**config.mk**
```make
export PLATFORM = sky130hd
export DESIGN_NAME = ld_use_hazard_unit
export DESIGN_NICKNAME = d
export VERILOG_FILES = /design/src/rtl/hz_pkg.sv /design/src/rtl/hz_dest.sv /design/src/rtl/hz_opsel.sv /design/src/rtl/ld_use_hazard_unit.sv
export SDC_FILE = /design/constraint.sdc
export NUM_CORES = 1
export LEC_CHECK = 0
export ABC_CLOCK_PERIOD_IN_PS = 1800
export BUFFER_PORTS_ARGS = -buffer_cell sky130_fd_sc_hd__buf_4
export CAP_MARGIN = 20
export CELL_PAD_IN_SITES_DETAIL_PLACEMENT = 1
export CELL_PAD_IN_SITES_GLOBAL_PLACEMENT = 1
export CORE_MARGIN = 3
export CORE_UTILIZATION = 28
export DETAILED_ROUTE_END_ITERATION = 7
export PLACE_DENSITY_LB_ADDON = 0.1
export SYNTH_ARGS = -nofsm -noshare
export SYNTH_HDL_FRONTEND = slang
export SYNTH_SLANG_ARGS = --single-unit
```
**constraint.sdc**
```tcl
create_clock -name vclk -period 1.8
set_clock_uncertainty 0.05 [all_clocks]
set_input_delay 0.18 -clock vclk [all_inputs]
set_output_delay 0.18 -clock vclk [all_outputs]
set_load 0.005 [all_outputs]
```
**src/rtl/hz_pkg.sv**
```systemverilog
package hz_pkg;
  typedef enum logic [2:0] {
    CL_NOP    = 3'd0,
    CL_RTYPE  = 3'd1,
    CL_IMM    = 3'd2,
    CL_LOAD   = 3'd3,
    CL_STORE  = 3'd4,
    CL_BRANCH = 3'd5
  } iclass_e;

  typedef enum logic [1:0] {
    SRC_RF  = 2'd0,
    SRC_ALU = 2'd1,
    SRC_WB  = 2'd2,
    SRC_IMM = 2'd3
  } opsrc_e;
endpackage

```
**src/rtl/hz_dest.sv**
```systemverilog
// Destination decode for one downstream stage.
module hz_dest #(
  parameter int REG_W    = 5,
  parameter bit ALU_ONLY = 1'b1   // 1: stage 2 (ALU output), 0: stage 3 (write-back)
) (
  input  hz_pkg::iclass_e   cls,
  input  logic [REG_W-1:0]  rt,
  input  logic [REG_W-1:0]  rd,
  output logic              wr_en,
  output logic [REG_W-1:0]  dest
);
  import hz_pkg::*;

  logic writes;

  always_comb begin
    dest = (cls == CL_RTYPE) ? rd : rt;
    if (ALU_ONLY)
      writes = (cls == CL_RTYPE) || (cls == CL_IMM);
    else
      writes = (cls == CL_RTYPE) || (cls == CL_IMM) || (cls == CL_LOAD);
    wr_en = writes && (dest != '0);
  end


  always_comb begin
    no_store_branch_wr_chk: assert (!(wr_en && (cls == CL_STORE || cls == CL_BRANCH || cls == CL_NOP)));
  end
endmodule

```
**src/rtl/hz_opsel.sv**
```systemverilog
// Source select for one ALU holding register.
module hz_opsel #(
  parameter int REG_W = 5,
  parameter bit IS_B  = 1'b0
) (
  input  logic              src_used,
  input  logic [REG_W-1:0]  src,
  input  logic              use_imm,
  input  logic              s2_wr,
  input  logic [REG_W-1:0]  s2_dest,
  input  logic              s3_wr,
  input  logic [REG_W-1:0]  s3_dest,
  output hz_pkg::opsrc_e    sel
);
  import hz_pkg::*;

  logic imm_eff;
  logic hit2, hit3;

  always_comb begin
    imm_eff = IS_B ? use_imm : 1'b0;
    hit2 = src_used && s2_wr && (src == s2_dest);
    hit3 = src_used && s3_wr && (src == s3_dest);
    if (imm_eff)   sel = SRC_IMM;
    else if (hit2) sel = SRC_ALU;
    else if (hit3) sel = SRC_WB;
    else           sel = SRC_RF;
  end


  always_comb begin
    alu_fwd_chk: assert (!(sel == SRC_ALU) || (s2_wr && src == s2_dest));
  end

  always_comb begin
    wb_fwd_chk: assert (!(sel == SRC_WB) || (s3_wr && src == s3_dest && !(s2_wr && src == s2_dest)));
  end

  always_comb begin
    zero_reg_chk: assert (!(sel == SRC_ALU || sel == SRC_WB) || (src != '0));
  end

  generate
    if (!IS_B) begin : g_a_chk
      always_comb begin
        no_imm_on_a_chk: assert (sel != SRC_IMM);
      end
    end
  endgenerate
endmodule

```
**src/rtl/ld_use_hazard_unit.sv**
```systemverilog
module ld_use_hazard_unit #(
  parameter int REG_W = 5
) (
  input  logic [2:0]       s1_class,
  input  logic [REG_W-1:0] s1_rs,
  input  logic [REG_W-1:0] s1_rt,
  input  logic [2:0]       s2_class,
  input  logic [REG_W-1:0] s2_rt,
  input  logic [REG_W-1:0] s2_rd,
  input  logic [2:0]       s3_class,
  input  logic [REG_W-1:0] s3_rt,
  input  logic [REG_W-1:0] s3_rd,
  output logic [1:0]       opa_sel,
  output logic [1:0]       opb_sel,
  output logic             pc_hold,
  output logic             s1_hold,
  output logic             s2_bubble
);
  import hz_pkg::*;

  iclass_e c1, c2, c3;
  logic rs_used, rt_used, b_imm;
  logic s2_wr, s3_wr;
  logic [REG_W-1:0] s2_dest, s3_dest;
  opsrc_e sel_a, sel_b;
  logic s2_is_load, stall;

  assign c1 = iclass_e'(s1_class);
  assign c2 = iclass_e'(s2_class);
  assign c3 = iclass_e'(s3_class);

  always_comb begin
    rs_used = (c1 != CL_NOP);
    rt_used = (c1 == CL_RTYPE) || (c1 == CL_BRANCH);
    b_imm   = (c1 == CL_IMM) || (c1 == CL_LOAD) || (c1 == CL_STORE);
  end

  hz_dest #(.REG_W(REG_W), .ALU_ONLY(1'b1)) u_dest2 (
    .cls(c2), .rt(s2_rt), .rd(s2_rd), .wr_en(s2_wr), .dest(s2_dest)
  );
  hz_dest #(.REG_W(REG_W), .ALU_ONLY(1'b0)) u_dest3 (
    .cls(c3), .rt(s3_rt), .rd(s3_rd), .wr_en(s3_wr), .dest(s3_dest)
  );

  hz_opsel #(.REG_W(REG_W), .IS_B(1'b0)) u_sel_a (
    .src_used(rs_used), .src(s1_rs), .use_imm(1'b0),
    .s2_wr(s2_wr), .s2_dest(s2_dest), .s3_wr(s3_wr), .s3_dest(s3_dest),
    .sel(sel_a)
  );
  hz_opsel #(.REG_W(REG_W), .IS_B(1'b1)) u_sel_b (
    .src_used(rt_used), .src(s1_rt), .use_imm(b_imm),
    .s2_wr(s2_wr), .s2_dest(s2_dest), .s3_wr(s3_wr), .s3_dest(s3_dest),
    .sel(sel_b)
  );

  always_comb begin
    s2_is_load = (c2 == CL_LOAD) && (s2_rt != '0);
    stall = s2_is_load &&
            ((rs_used && s1_rs == s2_rt) || (rt_used && s1_rt == s2_rt));
  end

  assign opa_sel   = sel_a;
  assign opb_sel   = sel_b;
  assign pc_hold   = stall;
  assign s1_hold   = stall;
  assign s2_bubble = stall;


  always_comb begin
    stall_needs_load_chk: assert (!s2_bubble || (c2 == CL_LOAD && s2_rt != '0));
  end

  always_comb begin
    imm_rt_no_stall_chk: assert (!(s2_bubble && b_imm) || (s1_rs == s2_rt));
  end

  always_comb begin
    imm_sel_chk: assert (!b_imm || opb_sel == 2'd3);
  end

  always_comb begin
    nop_s1_chk: assert (!(c1 == CL_NOP) || (opa_sel == 2'd0 && opb_sel == 2'd0 && !s2_bubble));
  end
endmodule

```
Word-level counts from Yosys, hierarchy flattened
Index checks and enable logic that the tools add are counted.

Flip-flop bits (word level): 0. Latch bits: 0. Bits in writable memories: 0. ROM bits: 0. Bits of input ports: 39. Output and inout bits: 7. Logic and storage cells: 49. Memories: 0.

Add/sub/neg operators: 0. $mul: 0. Div/mod/pow operators: 0. Order comparisons: 0. Equality and inequality tests: 17. Shifts and indexed selects: 0. Mux-type cells: 7. Bitwise logic cells: 0. Reduce and logical (&&, ||, !) cells: 25.

Operators with widths (count): equality test 5 bit (6); equality test 3 x 2 -> 1 bit (second input constant) (6); nonzero test 5 bit (3); logical AND 1 bit (14); two-way mux 2 bit (5); two-way mux 5 bit (2); equality test 3 x 1 -> 1 bit (second input constant) (3); logical OR 1 bit (7); equality test 3 bit (second input constant) (2); nonzero test 3 bit (1).

Logic depth before layout (Yosys ltp)
Gate-level depths: netlist of run 1.

Word-level depth: 9. Gate-level depth with buffers: 7. Depth with buffers taken out: 6.

By module
From an unflattened synthesis of run 1, not the netlist that was laid out.

Cells, all modules: 83. Area total of the unflattened synthesis: 679.4 µm².

Modules (own cells, without submodules): ld_use_hazard_unit (instances 1, cells each 26, area each 183.9 µm², sequential area each 0.0 µm²); hz_opsel (u_sel_a) (instances 1, cells each 17, area each 138.9 µm², sequential area each 0.0 µm²); hz_opsel (u_sel_b) (instances 1, cells each 16, area each 135.1 µm², sequential area each 0.0 µm²); hz_dest (u_dest2) (instances 1, cells each 12, area each 111.4 µm², sequential area each 0.0 µm²); hz_dest (u_dest3) (instances 1, cells each 12, area each 110.1 µm², sequential area each 0.0 µm²).

Worst setup path after synthesis of run 1
No wires, ideal clock.

Kind: input to output. From: input port s1_rt[1]. To: output port s1_hold. Data arrival time: 1629 ps. Data required time: 1570 ps. Path slack: -59 ps. Stages on the path: 6. Buffers on the path: 2. Cell sequence: clkbuf_1 > xor2_1 > a2111oi_0 > a21oi_1 > nor4b_1 > buf_4.

Cells in the longest elaborated chain, start to end: 4.

Ends and longest elaborated chain: from (decl) (RTL line ld_use_hazard_unit.sv:6) `input logic [REG_W-1:0] s1_rt,`; equality test 5 bit (RTL line ld_use_hazard_unit.sv:59) `((rs_used && s1_rs == s2_rt) || (rt_used && s1_rt == s2_rt));`; logical AND 1 bit (RTL line ld_use_hazard_unit.sv:59); logical OR 1 bit (RTL line ld_use_hazard_unit.sv:59); logical AND 1 bit (RTL line ld_use_hazard_unit.sv:58) `stall = s2_is_load &&`; to (decl) (RTL line ld_use_hazard_unit.sv:16) `output logic s1_hold,`.

Every way passes these cells.

Final worst setup path of run 1
From: input port s3_class[1]. To: output port opb_sel[1].

Cells in the longest elaborated chain, start to end: 9. Elaborated cells on any way between the ends: 14. Those cells by class: 4 x eq/ne; 4 x mux; 6 x reduce/logical.

Ends and longest elaborated chain: from (decl) (RTL line ld_use_hazard_unit.sv:10) `input logic [2:0] s3_class,`; equality test 3 x 1 -> 1 bit or equality test 3 x 2 -> 1 bit (tied branches) (RTL line hz_dest.sv:17, hz_dest.sv:21); two-way mux 5 bit or logical OR 1 bit (tied branches) (RTL line hz_dest.sv:17, hz_dest.sv:21); nonzero test 5 bit or logical OR 1 bit (tied branches) (RTL line hz_dest.sv:22, hz_dest.sv:21); logical AND 1 bit (RTL line hz_dest.sv:22) `wr_en = writes && (dest != '0);`; logical AND 1 bit (RTL line hz_opsel.sv:23) `hit3 = src_used && s3_wr && (src == s3_dest);`; logical AND 1 bit (*) (RTL line hz_opsel.sv:23); two-way mux 2 bit (*) (RTL line hz_opsel.sv:26) `else if (hit3) sel = SRC_WB;`; two-way mux 2 bit (*) (RTL line hz_opsel.sv:25) `else if (hit2) sel = SRC_ALU;`; two-way mux 2 bit (*) (RTL line hz_opsel.sv:24) `if (imm_eff) sel = SRC_IMM;`; to (decl) (RTL line ld_use_hazard_unit.sv:14) `output logic [1:0] opb_sel,`.

Every way passes the cells marked *; elsewhere a longest branch is shown, timed or not.

==> impl_metrics.toml, run 1 <==
[run_status]
status = "finished with violations"
violations = "setup timing"

[layout]
nets = 227
synthToLayoutAreaGrowth_pct = 120
diodes = 0
regArea_um2 = 0
design_area_um2 = 1740
clkbuf_count = 0
layout-drive-gt1-share = 0.634
seq_cells = 0

[die]
core-area_um2 = 2590
die-area_um2 = 3500
ioPinCount = 46
die_w_um = 59.2
start_util = 0.306
row_count = 18
die_height_um = 59.2

[placed_design]
hpwlAfterDp_mm = 3.06
place_area_um2 = 1350
gp_congestion = 0.839
post-place-ws_ns = -0.251
port_buffers = 46

[routing]
vias_per_cell = 5.75
first_iter_violations = 65
vias = 1241
finalWirelength_mm = 4.94
drc_errors = 0
first_pass_iters = 4
wl_per_cell_um = 22.9
antenna_violating_nets_post_route = 0

[setup_path]
crit_required_ns = 1.57
path_max_fanout = 5
end_kind = "output pin"
startpoint_type = "input port"
criticalPathCategory = "input port to output pin"
worstPathArrival_ns = 1.81

[yosys]
synth_common_cells = "xor2_1, nor2_1, xnor2_1, mux2i_1"
synth.top_cell.area_share = 0.243
syn_inst = 111
ys_seq_area_frac = 0
syn_avg_cell_area_um2 = 7.14
synthesis.nets = 150
yosysTopAreaCell = "xor2_1"
synth_warnings = 0
ys_types = 37
synth.most_common_cell = "xor2_1"
netlist_area_um2 = 792
ys_top_cells_by_area = "xor2_1, mux2i_1, xnor2_1, nor2_1, nor3_1"

[sta]
rsz0062_at_grt = "true"
period_share = 1.14
hold_viol = 0
hold-worst-slack_ns = 0.682
fin_setup_tns_ns = -0.778
report.final.slew_viol_count = 0
slew_headroom = 0.687
period_needed_ns = 2.04
setup_viol = 4
worst_pin_slew_ns = 0.467
fmaxAchievable_mhz = 489
fin_ws_ns = -0.244

[power_and_ir_drop]
ir_drop_mv = 0.159
p_per_area_nw_per_um2 = 246
leakage_uw = 0.000738
total_power_uw = 430

[cts]
postCtsHoldBufs = 0

[min_path]
hold_class = "input port to output pin"

[grt]
grt-ovfl-total = 0
grt_use_total = 0.225
grt_max_degree = 6
grt_first_pass_wirelength_mm = 6.01
grt_antenna_before_repair = 0
grt_pass1_vias = 1220

[flow_run]
maxCapViolations = 0
area by class of cell:
| class | instances | area, um^2 |
|---|---|---|
| Timing Repair Buffer | 81 | 677 |
| Fill cell | 299 | 846 |
| Multi-Input combinational cell | 99 | 1010 |
| Tap cell | 30 | 37.5 |
| Inverter | 6 | 22.5 |
worst paths after layout:
path | startpoint | end | slack [ns] | cells after the start
max | s3_class[1] | opb_sel[1] | -0.24 | 10
min | s1_class[2] | opb_sel[1] | 0.68 | 4
layer usage:
| layer | vias to the layer above | routed length [um] | part of all wire | track usage |
|---|---|---|---|---|
| li1 | 546 | - | - | - |
| met1 | 609 | 1960 | 0.40 | 0.286 |
| met2 | 65 | 2520 | 0.51 | 0.423 |
| met3 | 21 | 247 | 0.050 | 0.00654 |
| met4 | 0 | 223 | 0.045 | 0.0324 |
| met5 | - | 0 | 0 | 0 |
per-stage QoR:
step | std cells | util
floorplan | 111 | -
global placement | 208 | 0.523
detailed placement | 208 | 0.523
global route | 216 | 0.673
CTS | 215 | 0.592
finish | 216 | 0.673
cell usage in the layout (no fill, tap or decap), drive strengths merged, types with 2 or more instances in the layout:
cell      n
a21oi     5
buf      81
nor4      2
nor4b     2
nor3      6
nor2     12
nand4     3
inv       6
a2111oi   3
nand2     4
a211oi    2
nand3     3
nand2b    2
mux2i     7
xor2     22
o21ai     4
or4       2
nor3b     2
xnor2     8
cell families after synthesis:
family          Yosys count  share of synthesized area
simple gates             43                      0.302
mux                       7                     0.0885
buf+inv                  12                     0.0821
compound gates           19                      0.196
xor+xnor                 30                      0.332
where the power goes:
part / internal (uW) / leakage [uW] / switching, uW
Clock: 0 / 0 / 0
Sequential: 0 / 0 / 0
Combinational: 216 / 0.000738 / 214
Total: 216 / 0.000738 / 214
worst max-delay path, stage by stage:
cell,delay (ns)
buf_6,0.10
buf_4,0.12
buf_4,0.13
nor3b_1,0.26
buf_4,0.22
a21oi_1,0.11
a211oi_2,0.30
nand3_1,0.14
o21ai_2,0.15
buf_4,0.12
timing repair:
action                     4_1_cts  5_1_grt
setup endpoints to repair        7        7
setup buffers                    7        2
pin swaps                       17       20
gates cloned                     0        0
gates resized for setup         28       37
Note: power is estimated with default switching activity, not from simulation.
==> run 2, diff against run 1 <==
--- a/config.mk
+++ b/config.mk
@@ -5,15 +5,15 @@
 export SDC_FILE = /design/constraint.sdc
 export NUM_CORES = 1
 export LEC_CHECK = 0
-export ABC_CLOCK_PERIOD_IN_PS = 1800
+export ABC_CLOCK_PERIOD_IN_PS = 2600
 export BUFFER_PORTS_ARGS = -buffer_cell sky130_fd_sc_hd__buf_4
 export CAP_MARGIN = 20
 export CELL_PAD_IN_SITES_DETAIL_PLACEMENT = 1
 export CELL_PAD_IN_SITES_GLOBAL_PLACEMENT = 1
 export CORE_MARGIN = 3
-export CORE_UTILIZATION = 28
+export CORE_UTILIZATION = 34
 export DETAILED_ROUTE_END_ITERATION = 7
-export PLACE_DENSITY_LB_ADDON = 0.1
+export PLACE_DENSITY = 0.95
 export SYNTH_ARGS = -nofsm -noshare
 export SYNTH_HDL_FRONTEND = slang
 export SYNTH_SLANG_ARGS = --single-unit
==> constraint.sdc (replaced) <==
create_clock -name vclk -period 2.6
set_clock_uncertainty 0.05 [all_clocks]
set_input_delay 0.26 -clock vclk [all_inputs]
set_output_delay 0.26 -clock vclk [all_outputs]
set_load 0.005 [all_outputs]
==> run 2 against run 1 <==
The flow now finishes without violations. Global-route usage shrank 0.46 points. Final cell count shrank 17%. First-iteration DRC count shrank 78%. Design area shrank 35%. Total power shrank 58%. Utilization shrank 13 points. Critical path type unchanged. Critical endpoint is now opa_sel[1]. Largest power group unchanged.
==> impl_metrics.toml, run 2 (synthesis results as in run 1) <==
[layout]
seq_cells = 0
synthToLayoutAreaGrowth_pct = 43.4
nets = 193
diodes = 0
final_common_cell = "buf_4"
design_area_um2 = 1140
final_cell_mix = "buf_4, xor2_1, nor2_1, xnor2_1, mux2i_1"
clkbuf_count = 0
layout-drive-gt1-share = 0.336
regArea_um2 = 0
final_cells = 179

[setup_path]
max_stage_delay_ns = 0.51
cp.depth = 8
startpoint_type = "input port"
path_buf_inv = 2
startpoint = "s2_rt[1]"
cp_common_cell = "buf_4"
slowest_stage = "or4_1"
criticalPathCategory = "input port to output pin"
end_kind = "output pin"
worstPathCellList = "buf_4 > or4_1 > o21ai_0 > o31ai_1 > nand3_1 > nor2_1 > nor4b_2 > buf_4"
cpLargestDelayFamily = "simple AND/OR/NAND/NOR gates"
path_max_fanout = 6
worstPathArrival_ns = 1.95
crit_required_ns = 2.29

[cts]
cts_setup_buffers = 0
ctsResizeCount = 0
postCtsHoldBufs = 0

[sta]
report.final.slew_viol_count = 0
period_share = 0.869
fin_setup_tns_ns = 0
slew_headroom = 0.565
rsz0062_at_grt = "false"
fmaxAchievable_mhz = 442
hold_viol = 0
period_needed_ns = 2.26
fin_ws_ns = 0.339
worst_pin_slew_ns = 0.643
setup_viol = 0

[power_and_ir_drop]
leakage_uw = 0.000493
ir_drop_mv = 0.0748
total_power_uw = 179
p_per_area_nw_per_um2 = 157

[routing]
first_pass_iters = 4
finalWirelength_mm = 3.12
antenna_violating_nets_post_route = 0
first_iter_violations = 14
vias_per_cell = 5.61
wl_per_cell_um = 17.4
drc_errors = 0
vias = 1005

[grt]
grt_pass1_vias = 1053
grt-ovfl-total = 0
grt_max_degree = 10
grt_use_total = 0.220
grt_antenna_before_repair = 0
grt_first_pass_wirelength_mm = 4.80

[min_path]
whs_path_depth = 3
hold_class = "input port to output pin"
min_from = "s2_class[2]"

[die]
start_util = 0.380
die_w_um = 54.3
core-area_um2 = 2080
row_count = 16
die_height_um = 54.3
ioPinCount = 46
die-area_um2 = 2940

[placed_design]
dp_cells = 179
hpwlAfterDp_mm = 2.81
port_buffers = 46
post-place-ws_ns = 0.335
place_area_um2 = 1140
gp_congestion = 0.837

[flow_run]
maxCapViolations = 0

[run_status]
status = "finished clean"
## run 2: changes by cell type in the layout (fill, tap and decap cells not counted), sizes merged
cell	before	now
buf	81	47
## run 2: path summary, 6_finish.rpt
kind	end	slack, ns
worst max-delay path	opa_sel[1]	0.34
worst min-delay path	s1_hold	0.78
## run 2: per-layer routing
metal  global-route usage  vias to the layer above  part of all wire  wire [um]
li1                     -                      483                 -          -
met5                    0                        -                 0          0
met3               0.0109                        2             0.046        142
met1                0.277                      482              0.41       1290
met4               0.0166                        0            0.0026          8
met2                0.422                       38              0.54       1670
## run 2: cell type report
| type | count | area (um^2) |
|---|---|---|
| Inverter | 6 | 22.5 |
| Timing Repair Buffer | 47 | 353 |
| Multi-Input combinational cell | 99 | 727 |
| Tap cell | 27 | 33.8 |
| Fill cell | 287 | 946 |
## run 2: report_power, final
group / internal (uW) / leakage (uW) / switching [uW]
Sequential: 0 / 0 / 0
Combinational: 87.7 / 0.000493 / 91.2
Clock: 0 / 0 / 0
Total: 87.7 / 0.000493 / 91.2
## run 2: metrics by stage
step | hold slack (ns) | utilization
floorplan | 0.519 | -
global placement | 0.762 | 0.546
detailed placement | 0.776 | 0.546
CTS | 0.776 | 0.546
global route | 0.787 | 0.546
finish | 0.783 | 0.546
